===== src/rtl/ctl_xfer_pkg.sv =====
package ctl_xfer_pkg;
  // Low three opcode bits of the conditional group select the test.
  typedef enum logic [2:0] {
    CT_LBC = 3'd0, CT_EQ = 3'd1, CT_LT = 3'd2, CT_LE = 3'd3,
    CT_LBS = 3'd4, CT_NE = 3'd5, CT_GE = 3'd6, CT_GT = 3'd7
  } cond_e;

  typedef enum logic [1:0] {
    XK_ILLEGAL, XK_DIRECT, XK_CONDITIONAL, XK_INDIRECT
  } xfer_kind_e;

  localparam logic [5:0] OPC_JUMP     = 6'h1A;
  localparam logic [5:0] OPC_BR       = 6'h30;
  localparam logic [5:0] OPC_BSR      = 6'h34;
  localparam logic [2:0] OPC_CND_HIGH = 3'b111;
endpackage


===== src/rtl/ctl_xfer_dec.sv =====
module ctl_xfer_dec
  import ctl_xfer_pkg::*;
#(
  parameter int OPCW = 6
) (
  input  logic [OPCW-1:0] opc,
  output xfer_kind_e      kind,
  output cond_e           csel
);
  always_comb begin
    csel = cond_e'(opc[2:0]);
    if (opc == OPCW'(OPC_BR) || opc == OPCW'(OPC_BSR))
      kind = XK_DIRECT;
    else if (opc == OPCW'(OPC_JUMP))
      kind = XK_INDIRECT;
    else if (opc[OPCW-1:3] == (OPCW-3)'(OPC_CND_HIGH))
      kind = XK_CONDITIONAL;
    else
      kind = XK_ILLEGAL;
  end
endmodule


===== src/rtl/ctl_xfer_cond.sv =====
module ctl_xfer_cond
  import ctl_xfer_pkg::*;
#(
  parameter int XLEN = 64
) (
  input  logic [XLEN-1:0] opnd,
  input  cond_e           csel,
  output logic            hit
);
  logic is_zero;
  logic is_neg;

  assign is_zero = (opnd == '0);
  assign is_neg  = opnd[XLEN-1];

  always_comb begin
    unique case (csel)
      CT_LBC:  hit = ~opnd[0];
      CT_LBS:  hit = opnd[0];
      CT_EQ:   hit = is_zero;
      CT_NE:   hit = ~is_zero;
      CT_LT:   hit = is_neg;
      CT_LE:   hit = is_neg | is_zero;
      CT_GE:   hit = ~is_neg;
      CT_GT:   hit = ~is_neg & ~is_zero;
      default: hit = 1'b0;
    endcase
  end
endmodule


===== src/rtl/ctl_xfer_tgt.sv =====
module ctl_xfer_tgt #(
  parameter int XLEN  = 64,
  parameter int DISPW = 21,
  parameter int SHAMT = 2
) (
  input  logic [XLEN-1:0]  seq_pc,
  input  logic [DISPW-1:0] disp,
  input  logic [XLEN-1:0]  jreg,
  output logic [XLEN-1:0]  rel_tgt,
  output logic [XLEN-1:0]  abs_tgt
);
  localparam int EXTW = XLEN - DISPW - SHAMT;
  localparam logic [XLEN-1:0] ALIGN_MASK = ~XLEN'((1 << SHAMT) - 1);

  logic [XLEN-1:0] offset;

  // Sign-extend the word displacement, then scale to bytes.
  assign offset  = {{EXTW{disp[DISPW-1]}}, disp, {SHAMT{1'b0}}};
  assign rel_tgt = seq_pc + offset;
  assign abs_tgt = jreg & ALIGN_MASK;
endmodule


===== src/rtl/ctl_xfer_unit.sv =====
module ctl_xfer_unit
  import ctl_xfer_pkg::*;
#(
  parameter int XLEN  = 64,
  parameter int ILEN  = 32,
  parameter int REGW  = 5,
  parameter int DISPW = 21,
  parameter int SHAMT = 2
) (
  input  logic            clk,
  input  logic            rst_n,
  input  logic            req_vld,
  input  logic [ILEN-1:0] insn,
  input  logic [XLEN-1:0] seq_pc,
  input  logic [XLEN-1:0] opa_val,
  input  logic [XLEN-1:0] opb_val,
  output logic            res_vld,
  output logic            taken,
  output logic [XLEN-1:0] target,
  output logic            link_we,
  output logic [REGW-1:0] link_idx,
  output logic [XLEN-1:0] link_val,
  output logic            illegal
);
  localparam int OPCW = ILEN - REGW - DISPW;
  localparam logic [REGW-1:0] SINK_REG = '1;

  logic [OPCW-1:0]  opc;
  logic [REGW-1:0]  ra_idx;
  logic [DISPW-1:0] disp;
  xfer_kind_e       kind;
  cond_e            csel;
  logic             cond_hit;
  logic [XLEN-1:0]  rel_tgt;
  logic [XLEN-1:0]  abs_tgt;

  assign opc    = insn[ILEN-1 -: OPCW];
  assign ra_idx = insn[DISPW+REGW-1 -: REGW];
  assign disp   = insn[DISPW-1:0];

  ctl_xfer_dec #(.OPCW(OPCW)) u_dec (
    .opc  (opc),
    .kind (kind),
    .csel (csel)
  );

  ctl_xfer_cond #(.XLEN(XLEN)) u_cond (
    .opnd (opa_val),
    .csel (csel),
    .hit  (cond_hit)
  );

  ctl_xfer_tgt #(.XLEN(XLEN), .DISPW(DISPW), .SHAMT(SHAMT)) u_tgt (
    .seq_pc  (seq_pc),
    .disp    (disp),
    .jreg    (opb_val),
    .rel_tgt (rel_tgt),
    .abs_tgt (abs_tgt)
  );

  // Next-state
  logic            taken_d;
  logic [XLEN-1:0] target_d;
  logic            link_we_d;
  logic [REGW-1:0] link_idx_d;
  logic [XLEN-1:0] link_val_d;
  logic            illegal_d;
  logic            wants_link;

  always_comb begin
    taken_d    = 1'b0;
    target_d   = seq_pc;
    illegal_d  = 1'b0;
    wants_link = 1'b0;
    unique case (kind)
      XK_DIRECT: begin
        taken_d    = 1'b1;
        target_d   = rel_tgt;
        wants_link = 1'b1;
      end
      XK_CONDITIONAL: begin
        taken_d  = cond_hit;
        target_d = cond_hit ? rel_tgt : seq_pc;
      end
      XK_INDIRECT: begin
        taken_d    = 1'b1;
        target_d   = abs_tgt;
        wants_link = 1'b1;
      end
      default: illegal_d = 1'b1;
    endcase
    link_we_d  = wants_link && (ra_idx != SINK_REG);
    link_idx_d = link_we_d ? ra_idx : '0;
    link_val_d = link_we_d ? seq_pc : '0;
  end

  // Registers
  always_ff @(posedge clk or negedge rst_n) begin
    if (!rst_n) begin
      res_vld  <= 1'b0;
      taken    <= 1'b0;
      target   <= '0;
      link_we  <= 1'b0;
      link_idx <= '0;
      link_val <= '0;
      illegal  <= 1'b0;
    end else begin
      res_vld <= req_vld;
      if (req_vld) begin
        taken    <= taken_d;
        target   <= target_d;
        link_we  <= link_we_d;
        link_idx <= link_idx_d;
        link_val <= link_val_d;
        illegal  <= illegal_d;
      end
    end
  end
endmodule


===== config.mk =====
export PLATFORM = sky130hd
export DESIGN_NAME = ctl_xfer_unit
export DESIGN_NICKNAME = d
export VERILOG_FILES = /design/src/rtl/ctl_xfer_pkg.sv /design/src/rtl/ctl_xfer_dec.sv /design/src/rtl/ctl_xfer_cond.sv /design/src/rtl/ctl_xfer_tgt.sv /design/src/rtl/ctl_xfer_unit.sv
export SDC_FILE = /design/constraint.sdc
export NUM_CORES = 1
export LEC_CHECK = 0
export BUFFER_PORTS_ARGS = -buffer_cell sky130_fd_sc_hd__buf_2
export CAP_MARGIN = 25
export CORE_AREA = 2 2 163 165
export CTS_BUF_LIST = sky130_fd_sc_hd__clkbuf_4 sky130_fd_sc_hd__clkbuf_8
export DETAILED_ROUTE_END_ITERATION = 8
export DIE_AREA = 0 0 165 167
export GPL_TIMING_DRIVEN = 0
export PLACE_DENSITY = 0.66
export SYNTH_ARGS = -nofsm -noshare
export SYNTH_HDL_FRONTEND = slang
export SYNTH_SLANG_ARGS = --single-unit

===== constraint.sdc =====
create_clock -name clk -period 1.2 [get_ports clk]
set_input_delay 0.06 -clock clk [delete_from_list [all_inputs] [get_ports clk]]
set_output_delay 0.06 -clock clk [all_outputs]
set_load 0.01 [all_outputs]

* After elaboration in Yosys (flattened, before gate mapping)
Index checks and enable logic that the tools add are counted.
** Operators by class
- Eq/ne operators :: 15
- $add $sub $neg :: 1
- Bitwise logic cells :: 5
- Reduce and logical (&&, ||, !) cells :: 6
- Muxes and demuxes :: 11
** Operator list (number)
- $pmux 64 s3 :: 1
- $mux 64 :: 2
- $add 64x64->64 :: 1
- $logic_not 64->1 :: 1
- $eq 3x3->1 const B :: 5
- $eq 6x6->1 const B :: 2
- $pmux 1 s8 :: 1
- $eq 3x2->1 const B :: 2
- $eq 6x5->1 const B :: 1
- $mux 2 :: 3
- $mux 5 :: 1
- $ne 5x5->1 const B :: 1
- $eq 2x2->1 const B :: 2
- $eq 3x1->1 const B :: 1
- $logic_not 3->1 :: 1
- $not 1->1 :: 3
- $reduce_or 3->1 :: 1
- $eq 2x1->1 const B :: 1
- $mux 1 :: 2
- $pmux 1 s2 :: 1
- $reduce_or 2->1 :: 1
- $and 1x1->1 :: 1
- $logic_and 1x1->1 :: 1
- $logic_or 1x1->1 :: 1
- $or 1x1->1 :: 1
** Word-level totals
- Bits in registers :: 137
- Output and inout bits :: 137
- Word-level logic and storage cells :: 45
- Input bits :: 227

* Logic depth before layout (Yosys ltp)
Gate-level depths: netlist of run 1.
- Depth after elaboration :: 9
- Gate-level depth with buffers :: 12
- Depth with buffers taken out :: 12

* Hierarchy
Synthesis of run 1 repeated with hierarchy kept, for this count alone.
** Second synthesis, totals
- Cells, all modules :: 1403
- Area total of the unflattened synthesis :: 11374.7 um^2
** Modules (own cells, without submodules)
- ctl_xfer_unit :: area each 6771.5 um^2, times used 1, cells an instance 749, sequential area each 3428.3 um^2
- ctl_xfer_tgt :: area each 4345.4 um^2, times used 1, cells an instance 618, sequential area each 0.0 um^2
- ctl_xfer_cond :: area each 186.4 um^2, times used 1, cells an instance 27, sequential area each 0.0 um^2
- ctl_xfer_dec :: area each 71.3 um^2, times used 1, cells an instance 9, sequential area each 0.0 um^2

* Worst setup path after synthesis of run 1
Ideal clock, no wire load.
- Path type :: input to register
- Start :: input port insn[0]
- End :: register target[44]
- Arrival time :: 2.516 ns
- Stages on the path :: 12
- Buffers on the path :: 0
- Library setup time :: 0.095 ns
- Data required time :: 1.105 ns
- Setup slack :: -1.411 ns
- Cell sequence :: ha_1 -> fa_1 -> a211oi_1 -> o21ai_0 -> a21oi_1 -> o21ai_0 -> a211oi_2 -> o22ai_1 -> o221ai_1 -> xnor2_1 -> nand2_1 -> a221oi_2
** Between the ends
- Longest elaborated chain between the ends :: 3
** Ends and longest elaborated chain
- start, declared :: line ctl_xfer_unit.sv:13 : input logic [ILEN-1:0] insn,
- $add 64x64->64 (*) :: line ctl_xfer_tgt.sv:19 : assign rel_tgt = seq_pc + offset;
- $mux 64 :: line ctl_xfer_unit.sv:83 : target_d = cond_hit ? rel_tgt : seq_pc;
- $pmux 64 s3 (*) :: line ctl_xfer_unit.sv:75 : unique case (kind)
- end signal, assigned :: line ctl_xfer_unit.sv:111 : target <= target_d;
- end, declared :: line ctl_xfer_unit.sv:19 : output logic [XLEN-1:0] target,
Every way passes the cells marked *; elsewhere a longest branch is shown, timed or not.
A chain may end at the register's enable or synchronous reset.

* Worst setup path after layout of run 1
- Start :: input port seq_pc[21]
- End :: register target[60]
** Between the ends
- Longest elaborated chain between the ends :: 3
** Ends and longest elaborated chain
- start, declared :: line ctl_xfer_unit.sv:14 : input logic [XLEN-1:0] seq_pc,
- $add 64x64->64 (*) :: line ctl_xfer_tgt.sv:19
- $mux 64 :: line ctl_xfer_unit.sv:83
- $pmux 64 s3 (*) :: line ctl_xfer_unit.sv:75
Marks and branches as above.

==> results of run 1 <==
[power by group]
group	internal, mW	switching [mW]
Sequential	4.94	0.207
Combinational	2.98	3.47
Clock	2.02	2.09
Total	9.95	5.77
[per-layer routing]
| layer | vias up | global-route usage [%] |
|---|---|---|
| li1 | 5605 | - |
| met1 | 6220 | 44.3 |
| met2 | 681 | 55.6 |
| met3 | 137 | 8.74 |
| met4 | 2 | 16.4 |
| met5 | - | 0 |
[state kept, by name (all words and copies together) (netlist names)]
signal    flops
link_we       1
link_val     64
illegal       1
res_vld       1
target       64
taken         1
link_idx      5
[critical path: stages]
cell      delay [ns]
buf_2           0.13
ha_4            0.30
and4_4          0.23
nand3_2         0.08
a2111o_1        0.45
a31oi_4         0.28
nand4_1         0.21
a21oi_2         0.25
o21ai_4         0.13
buf_4           0.15
o21ai_2         0.13
mux2i_1         0.21
a21o_1          0.11
[repair_timing]
action	4_1_cts	5_1_grt
hold endpoints to repair	195	1
endpoints found under the setup margin	136	136
pin swaps	122	86
resized for setup	267	66
hold buffers	103	1
cloned	12	1
buffers inserted	88	18
[placed cells by master (no fill, tap or decap), drive strengths merged, types with 13 or more instances in the layout]
| cell type | count |
|---|---|
| xnor2 | 27 |
| dlygate4sd3 | 104 |
| a21oi | 116 |
| a21o | 43 |
| dfrtp | 137 |
| o21ai | 66 |
| a222oi | 15 |
| inv | 19 |
| ha | 61 |
| o22ai | 13 |
| nand4 | 27 |
| buf | 491 |
| or3 | 17 |
| nand2 | 92 |
| nand3 | 19 |
| nor4 | 17 |
| a22o | 69 |
| nor2 | 109 |
| xor2 | 24 |
| a221oi | 61 |
| clkbuf | 65 |
[stage by stage]
step	TNS, ns	instances
2_1_floorplan	-65.75	1139
3_3_place_gp	-457.17	1835
3_5_place_dp	-185.54	1836
4_1_cts	-58.52	2059
5_1_grt	-65.55	2068
6_report	-61.90	2070
[final cells by class]
cell class / instances / area, um2
Sequential cell: 137 / 3430
Clock inverter: 12 / 153
Multi-Input combinational cell: 905 / 7780
Inverter: 17 / 63.8
Timing Repair Buffer: 579 / 4250
Fill cell: 2129 / 8810
Antenna cell: 3 / 7.51
Buffer: 65 / 611
Clock buffer: 17 / 234
Tap cell: 335 / 419
[how the worst max path moves through the flow]
stage / cells after the start / slack [ns] / end / startpoint
2_1_floorplan: 12 / -1.19 / target[44]$_DFFE_PN0P_ / insn[0]
6_report: 13 / -1.12 / target[60]$_DFFE_PN0P_ / seq_pc[21]
4_1_cts: 13 / -1.11 / target[62]$_DFFE_PN0P_ / insn[17]
3_5_place_dp: 12 / -2.35 / target[61]$_DFFE_PN0P_ / insn[20]
3_3_place_gp: 11 / -2.32 / target[61]$_DFFE_PN0P_ / insn[20]
5_1_grt: 11 / -1.14 / target[4]$_DFFE_PN0P_ / opa_val[18]
[cells by family after synthesis]
family / after synthesis / synth area share (%)
AOI/OAI and AO/OA: 449 / 32.9
buffers and inverters: 97 / 4.13
xor gates and xnor gates: 51 / 4.60
muxes: 9 / 0.940
DFF: 137 / 33.9
adders and majority gates: 62 / 7.74
and+or+nand+nor: 334 / 15.8
==> impl_results.md, run 1 <==
- Syn Nets: roughly 1400
- Worst Hold Margin: roughly 0.0043 ns
- Setup violators final: between 60 and 70
- LEAKAGE: 7.79 nW
- HPWL after detailed placement: ~33000 um
- Die Area: roughly 28000 um2
- FMAX: between 0.4 and 0.5 GHz
- Row count: 59
- Worst-case clock skew: 0 ns
- Vias in the first global route: between 10000 and 15000
- Worst Path Arrival: approximately 2.7 ns
- Mean Syn Cell Area: about 9 um2
- Worst hold stages: 3
- Critical Path Sink Type: flip-flop
- Layout cells sized above 1: 46.2%
- PortBufs: between 300 and 400
- Die Y-Extent: 167 um
- FF-to-FF Start: target[58]$_DFFE_PN0P_
- Gpl congestion: a little over 0.9
- Met2 WL post-DR: 22700 um
- Post-synth EDFFs: 0
- Minimum clock period: between 2 and 2.5 ns
- Failing checks: design-rule violations, negative setup slack
- Pwr dens: ~900 nW/um2
- First-pass GRT wire length: 73600 um
- All-Layer GR Usage: a little over a third
- Synth area leader: dfrtp_1
- Maxcap violations: 0
- Hold Path Class: in -> reg
- Post-synthesis cell type count: 74
- Worst hold start: seq_pc[55]
- Mapped Cells: around 1100
- CTS tree: done
- DR top layer: met5
- Register-to-register setup slack: -0.01 ns
- NumNets Final: roughly 2000
- Drt first-iter violations: ~980
- Core area: approximately 26000 um2
- Synth Cell Area: around 10000 um2
- Register bit total from synthesis: about 140
- Overall power: around 16 mW
- Yosys warns: 0
- Top area cells in the synthesized netlist: dfrtp_1 34%, ha_1 7.5%, a22o_1 6.0%, a21oi_1 5.7%, nor2_1 4.0%
- Initial Util: about two fifths
- Num Clock Sinks: 137
- Req. time, crit path: 1.60 ns
- Largest net degree at the start of global routing: between 70 and 80
- Top cells by count, synth: 137 x dfrtp_1, 115 x a21oi_1, 108 x nor2_1
- Antenna viol nets, final: 0
- Slew Viols, Final: 0
- Post-synth top flop: dfrtp_1
- DRC viols: 1
- Wl on met1: just over 20000 um
- Final WL: between 40000 and 50000 um
- RR Endpoint: target[58]$_DFFE_PN0P_
- Worst-path clk slew: roughly 0.09 ns
- Synth top area share: between 30% and 40%
- Max clock buf depth: 2
- Worst-Margin Slew: approximately 1.1 ns
- Final core occ: between 60% and 70%
- Status: complete, but fails checks
- Endpoints failing hold: 0
- Synthesis-to-layout area growth: 67.6%
- Htree depth: 4
- Vias post-DR: between 10000 and 15000
- Most frequent cell after synthesis: dfrtp_1
- Cell count of the worst reg-to-reg path: 5
- Final instance area: 17000 um2
- Via-per-instance ratio: 6.11
- Wire length on met3: 3990 um
- Hold path endpoint: target[55]$_DFFE_PN0P_
- Period utilization: 193%
- Antenna violations before repair: 4
- Area post-placement: between 10000 and 15000 um2
- GR Overflow Total: 0
- Worst setup SP type: input pin
- Final worst setup slack: -1.12 ns
- CP max FO: 7
- WL/cell: approximately 24 um
- RSZ-0062 raised after global routing: yes
- Pre-CTS setup slack: -2.35 ns
- CTS Buf Count: 17
- Peak supply drop: 0.579 mV
- Clock Latency Late Sink: between 0.4 and 0.5 ns
- Ports: 364
- CP Class: in -> reg
- Headroom to the max-slew limit: ~28%
- Drt pass-1 iters: 9
- Root Driver: clkbuf_8
- Die Span X: 165 um
- Post-synthesis sequential area ratio: around a third
- Ys async rst share: 100%
Note: power is estimated with default switching activity, not from simulation.
==> run 2: changes to the inputs <==
- CTS_BUF_LIST: sky130_fd_sc_hd__clkbuf_4 sky130_fd_sc_hd__clkbuf_8 -> unset
==> run 2 against run 1 <==
The flow finishes with violations (negative hold slack, negative setup slack); fmax up 0.83%; register-to-register slack improved by 0.04 ns; setup slack better by 0.019 ns; clock power is 35% higher; sequential share of layout area shrank 0.70 points; largest cell class unchanged; largest power group unchanged.
==> impl_results.md, run 2 (same netlist as run 1, synthesis figures left out) <==
- Antenna viol nets, final: 0 (unchanged)
- Vias in the first global route: 12700 (-1.7%)
- First-pass GRT wire length: 72900 um (-1.0%)
- Max stage delay cell, worst path: or4_4
- Area post-placement: 13100 um2 (unchanged)
- CP max FO: 8 (+1)
- DRC viols: 0 (-1)
- Ports: 364 (unchanged)
- Worst hold start: seq_pc[13]
- Final instance area: 17600 um2 (+3.6%)
- Minimum clock period: 2.30 ns (-0.0191 ns)
- Htree depth: 4 (unchanged)
- Register-to-register setup slack: 0.03 ns (+0.04 ns)
- FF-to-FF Start: target[58]$_DFFE_PN0P_
- Worst hold stages: 3 (unchanged)
- Endpoints failing hold: 2 (+2)
- Peak supply drop: 0.716 mV (+24%)
- CP top delay family: simple AND/OR/NAND/NOR gates
- Hold path endpoint: target[13]$_DFFE_PN0P_
- Layout cells sized above 1: 46.3% (+0.057 points)
- Worst-case clock skew: 0 ns (unchanged)
- Finished Layout Cells: 2083 (+0.63%)
- RR Endpoint: target[58]$_DFFE_PN0P_
- Die Area: 27600 um2 (unchanged)
- Initial Util: 39.3% (unchanged)
- WL/cell: 23.9 um (+1.2%)
- Final core occ: 68.2% (+2.4 points)
- Antenna violations before repair: 4 (unchanged)
- Maxcap violations: 0 (unchanged)
- HPWL after detailed placement: 32900 um (unchanged)
- FMAX: 0.435 GHz (+0.83%)
- Pwr dens: 979 nW/um2 (+5.6%)
- DP Cell Count: 1836 (unchanged)
- LEAKAGE: 8.00 nW (+2.7%)
- CTS tree: done
- Top cell by count, worst path: buf_6
- Die Span X: 165 um (unchanged)
- Die Y-Extent: 167 um (unchanged)
- Final WL: 49800 um (+1.9%)
- Worst-Margin Slew: 1.11 ns (+0.0300 ns)
- Core area: 25800 um2 (unchanged)
- Critical Path Sink Type: flip-flop
- Req. time, crit path: 1.54 ns (-0.06 ns)
- GR Overflow Total: 0 (unchanged)
- Sum of buffers and inverters on the critical path: 3 (+1)
- RSZ-0062 raised after global routing: yes
- Failing checks: negative hold slack, negative setup slack
- Slew Viols, Final: 0 (unchanged)
- Cell count of the worst reg-to-reg path: 5 (unchanged)
- Setup violators final: 133 (+110%)
- Status: complete, but fails checks
- CTS Buf Count: 17 (unchanged)
- CP Class: in -> reg
- Most frequent cells in the layout: 328 x buf_2, 137 x dfrtp_1, 108 x nor2_1
- Most common cell after layout, fill and taps aside: buf_2
- Final worst setup slack: -1.10 ns (+0.0191 ns)
- Worst Hold Margin: -0.0452 ns (-0.0495 ns)
- Headroom to the max-slew limit: 26.3% (-2.0 points)
- Gpl congestion: 0.927 (unchanged)
- Synthesis-to-layout area growth: 73.6%
- NumNets Final: 2024 (+0.65%)
- Worst Path Arrival: 2.64 ns (-0.08 ns)
- Hold Path Class: in -> reg
- Worst setup SP type: input pin
- Drt pass-1 iters: 5 (-4)
- # fillers: 2003 (-5.9%)
- Via-per-instance ratio: 6.10 (-0.15%)
- Worst path max stage delay: 0.54 ns (+0.09 ns)
- Drt first-iter violations: 1033 (+5.6%)
- Vias post-DR: 12700 (+0.47%)
- Biggest regs: link_val (64), target (64), link_idx (5)
- Period utilization: 192% (-1.6 points)
- Max clock buf depth: 2 (unchanged)
- PortBufs: 361 (unchanged)
- All-Layer GR Usage: 34.6% (-0.35 points)
- Clock Latency Late Sink: 0.43 ns (-0.03 ns)
- Row count: 59 (unchanged)
- Largest net degree at the start of global routing: 72 (unchanged)
- Root Driver: clkbuf_16
- Num Clock Sinks: 137 (unchanged)
- CP Cell Sequence: buf_6 -> nor4_4 -> nand4_1 -> or4_4 -> o21ai_4 -> xor2_4 -> buf_6 -> nor2_4 -> clkbuf_16 -> a221oi_1 -> a221oi_2
- Worst-path clk slew: 0.07 ns (-0.02 ns)
## run 2: cell count changes in the layout (fill, tap and decap cells not counted), sizes merged
cell         change
buf              +6
clkbuf           +6
dlygate4sd3      +1
## run 2: report_power, final
group / switching [mW] / internal [mW] / leakage [nW]
combinational: 3.49 / 3.01 / 5.98
clock: 2.30 / 3.24 / 0.285
sequential: 0.207 / 4.95 / 1.73
## run 2: cell type report
| cell class | count | area (um2) | share of cell area, % |
|---|---|---|---|
| Multi-Input combinational cell | 905 | 7880 | 44.9 |
| Timing Repair Buffer | 593 | 4590 | 26.1 |
| Sequential cell | 137 | 3430 | 19.5 |
| Buffer | 64 | 602 | 3.43 |
| Clock buffer | 17 | 425 | 2.42 |
| Tap cell | 335 | 419 | 2.39 |
| Clock inverter | 12 | 153 | 0.869 |
| Inverter | 17 | 63.8 | 0.363 |
| Antenna cell | 3 | 7.51 | 0.0427 |
## run 2: layer usage
metal / up-vias / global-route usage (%) / share of wire, %
li1: 5638 / - / -
met1: 6247 / 45.0 / 42
met2: 682 / 55.0 / 47
met3: 136 / 7.62 / 7.7
met4: 2 / 15.2 / 4.1
met5: - / 0 / 0.024
## run 2: timing repair
item,CTS,global route
endpoints found under the hold margin,177,0
hold buffers,105,0
endpoints found under the setup margin,136,136
resized for setup,228,153
buffers inserted,75,35
gates cloned,12,10
pin swaps,109,105
## run 2: through the flow
step / power (mW) / setup WS (ns) / TNS, ns
after detailed placement: 9.94 / -2.35 / -185.54
final: 17.2 / -1.10 / -77.25
after global placement: 9.89 / -2.32 / -457.17
after CTS: 16.7 / -1.15 / -60.87
after global routing: 17.9 / -1.19 / -82.58
after floorplan: 8.08 / -1.19 / -65.75
## run 2: worst min-delay path, cell delays in order
cell,delay (ns)
buf_6,0.09
a222oi_1,0.08
a21oi_1,0.12
## run 2: worst max path at each step
stage	startpoint	endpoint	slack, ns	cells after the start
floorplan	insn[0]	target[44]$_DFFE_PN0P_	-1.19	12
global placement	insn[20]	target[61]$_DFFE_PN0P_	-2.32	11
detailed placement	insn[20]	target[61]$_DFFE_PN0P_	-2.35	12
CTS	seq_pc[17]	target[52]$_DFFE_PN0P_	-1.15	13
global route	opa_val[18]	target[62]$_DFFE_PN0P_	-1.19	13
finish	opa_val[18]	target[44]$_DFFE_PN0P_	-1.10	11
==> run 3: changes to the inputs <==
- ABC_AREA: unset -> 1
- CORE_AREA: 2 2 163 165 -> 2 2 184 186
- DIE_AREA: 0 0 165 167 -> 0 0 186 188
- PLACE_DENSITY: 0.66 -> unset
==> run 3 against run 2 <==
The flow finishes with violations (negative setup slack); synthesized cell count is 100% higher; sequential power barely moved; fmax rose by 26%; highest routed layer unchanged; combinational power is 26% higher.
==> impl_results.md, run 3 <==
- Status: complete, but fails checks
- Failing checks: negative setup slack
- Core area: 33100 um2 (+29%)
- Pwr dens: 887 nW/um2 (-9.4%)
- CTS tree: done
- FF-to-FF Start: target[1]$_DFFE_PN0P_
- Final instance area: 21600 um2 (+23%)
- Post-synthesis sequential area ratio: 26.4% (-7.5 points)
- Top cells by count, synth: 1006 x nand2_1, 388 x inv_1, 176 x nor2_1
- Worst setup SP type: input pin
- Worst-case clock skew: 0 ns (unchanged)
- Cell count of the worst reg-to-reg path: 2 (-3)
- Headroom to the max-slew limit: 54.8% (+29 points)
- Worst-Margin Slew: 0.678 ns (-0.428 ns)
- Root Driver: clkbuf_16
- CTS Buf Count: 17 (unchanged)
- Syn Nets: 2574 (+80%)
- First-pass GRT wire length: 97000 um (+33%)
- Worst hold stages: 7 (+4)
- Peak supply drop: 1.09 mV (+53%)
- Biggest regs: link_val (64), target (64), link_idx (5)
- Mean Syn Cell Area: 5.69 um2 (-36%)
- PortBufs: 361 (unchanged)
- Initial Util: 39.3% (about the same)
- Num Clock Sinks: 137 (unchanged)
- Antenna violations before repair: 10 (+6)
- Synthesis-to-layout area growth: 66.5%
- Post-Route Setup TNS: -24.11 ns (+53.14 ns)
- WL/cell: 20.3 um (-15%)
- Overall power: 19.2 mW (+12%)
- Mapped Cells: 2285 (+100%)
- FMAX: 0.548 GHz (+26%)
- Antenna viol nets, final: 0 (unchanged)
- Synth area leader: nand2_1
- Top area cells in the synthesized netlist: nand2_1 29%, dfrtp_1 26%, inv_1 11%, ha_1 5.9%, nor2_1 5.1%
- Clock Latency Late Sink: 0.46 ns (+0.03 ns)
- Crit path from: insn[20]
- Ys async rst share: 100% (unchanged)
- Worst Path Arrival: 2.18 ns (-0.46 ns)
- Final worst setup slack: -0.624 ns (+0.476 ns)
- Req. time, crit path: 1.55 ns (about the same)
- Most common cell after layout, fill and taps aside: nand2_1
- Slew Viols, Final: 0 (unchanged)
- RR Endpoint: target[1]$_DFFE_PN0P_
- Gpl congestion: 0.932 (+0.58%)
- Synth top area share: 29.1% (-4.8 points)
- LEAKAGE: 11.5 nW (+44%)
- Worst Setup EP: target[62]$_DFFE_PN0P_
- Largest net degree at the start of global routing: 94 (+31%)
- Period utilization: 152% (-40 points)
- DP Cell Count: 3097 (+69%)
- Yosys warns: 0 (unchanged)
- Hold Path Class: in -> reg
- Via-per-instance ratio: 5.17 (-15%)
- Final WL: 67700 um (+36%)
- Die Y-Extent: 188 um (+13%)
- GR Overflow Total: 0 (unchanged)
- NumNets Final: 3149 (+56%)
- Worst Hold Margin: 0.00771 ns (+0.0529 ns)
- All-Layer GR Usage: 37.8% (+3.2 points)
- Endpoints failing hold: 0 (-2)
- Die Area: 35000 um2 (+27%)
- Worst-path clk slew: 0.07 ns (about the same)
- Row count: 67 (+14%)
- Post-synth top flop: dfrtp_1
- Post-synth EDFFs: 0 (unchanged)
- CP Class: in -> reg
- Layout cells sized above 1: 39.0% (-7.3 points)
- Critical Path Sink Type: flip-flop
- Finished Layout Cells: 3330 (+60%)
- DRC viols: 0 (unchanged)
- Setup violators final: 63 (-53%)
- Area post-placement: 16500 um2 (+27%)
- Most frequent cell after synthesis: nand2_1
- HPWL after detailed placement: 52000 um (+58%)
- Max clock buf depth: 2 (unchanged)
- Maxcap violations: 0 (unchanged)
- Most frequent cells in the layout: 757 x nand2_1, 361 x inv_1, 358 x buf_2
- RSZ-0062 raised after global routing: yes
- Drt pass-1 iters: 6 (+1)
- Post-synthesis cell type count: 34 (-54%)
- Register bit total from synthesis: 137 (unchanged)
- Synth Cell Area: 13000 um2 (+28%)
- Register-to-register setup slack: 0.43 ns (+0.40 ns)
- Vias in the first global route: 16200 (+28%)
- Vias post-DR: 17200 (+35%)
- Die Span X: 186 um (+13%)
- Drt first-iter violations: 1351 (+31%)
- CP max FO: 8 (unchanged)
- Minimum clock period: 1.82 ns (-0.476 ns)
- Ports: 364 (unchanged)
- Htree depth: 4 (unchanged)
-- run 3: cell count changes in the layout (fill, tap and decap cells not counted), sizes merged, moves of 17 or more --
cell	delta
o21ai	+21
xnor2	-23
a22o	-69
a21o	-43
nor2	+68
nor4	-17
inv	+376
dlygate4sd3	-21
nand2	+918
nand3	+118
nand3b	+18
a221oi	-59
-- run 3: worst max-delay path: stages --
cell	delay, ns
buf_16	0.14
buf_16	0.16
buf_4	0.15
ha_4	0.28
a21oi_2	0.20
o21ai_0	0.15
a21oi_2	0.21
nand2_1	0.12
a21oi_4	0.21
nand3b_1	0.14
nand3_1	0.11
nand3_2	0.09
nand2_2	0.09
nand2_1	0.05
-- run 3: worst min path at each step --
stage	startpoint	to
floorplan	rst_n	illegal$_DFFE_PN0P_
global placement	req_vld	res_vld$_DFF_PN0_
detailed placement	rst_n	link_val[17]$_DFFE_PN0P_
CTS	opb_val[48]	target[48]$_DFFE_PN0P_
global route	opb_val[49]	target[49]$_DFFE_PN0P_
finish	opb_val[49]	target[49]$_DFFE_PN0P_
-- run 3: cell families after synthesis --
group	count (synthesis)	share of synthesized area, %
simple gates	1380	42.9
buf+inv	455	13.6
compound gates	214	8.63
flops	137	26.4
fa+ha+maj	62	6.03
xor+xnor	37	2.49
-- run 3: routing by layer --
| layer | track usage [%] | routed length, um | vias to the layer above |
|---|---|---|---|
| met5 | 0 | 12 | - |
| met4 | 16.9 | 3280 | 2 |
| met3 | 9.59 | 5650 | 169 |
| met2 | 59.5 | 30700 | 744 |
| met1 | 48.7 | 28100 | 8148 |
| li1 | - | - | 8148 |
-- run 3: metrics by stage --
stage | util [%] | worst slack, ns
floorplan | - | -0.435
global placement | 49.7 | -2.80
detailed placement | 49.9 | -1.81
CTS | 61.4 | -0.583
global route | 65.4 | -0.722
finish | 65.4 | -0.624
-- run 3: cell type report --
| class | count | area [um2] |
|---|---|---|
| fill | 3108 | 11500 |
| multi-input combinational | 1693 | 11100 |
| timing repair buffer | 558 | 3960 |
| sequential | 137 | 3430 |
| inverter | 392 | 1500 |
| tap | 448 | 561 |
| clock buffer | 17 | 425 |
| buffer | 61 | 410 |
| clock inverter | 15 | 214 |
| antenna | 9 | 22.5 |
-- run 3: where the power goes --
| group | total [mW] | internal (mW) | switching (mW) |
|---|---|---|---|
| registers | 5.13 | 4.93 | 0.199 |
| clock network | 5.87 | 3.52 | 2.35 |
| logic | 8.20 | 3.25 | 4.96 |
| total | 19.2 | 11.7 | 7.51 |
-- run 3: repair_timing --
| action | CTS | global route |
|---|---|---|
| pin swaps | 180 | 205 |
| hold buffers | 84 | 0 |
| gates resized for setup | 412 | 292 |
| cloned | 10 | 0 |
| setup buffers | 69 | 40 |
| hold endpoints to repair | 134 | 0 |
| setup endpoints to repair | 136 | 79 |
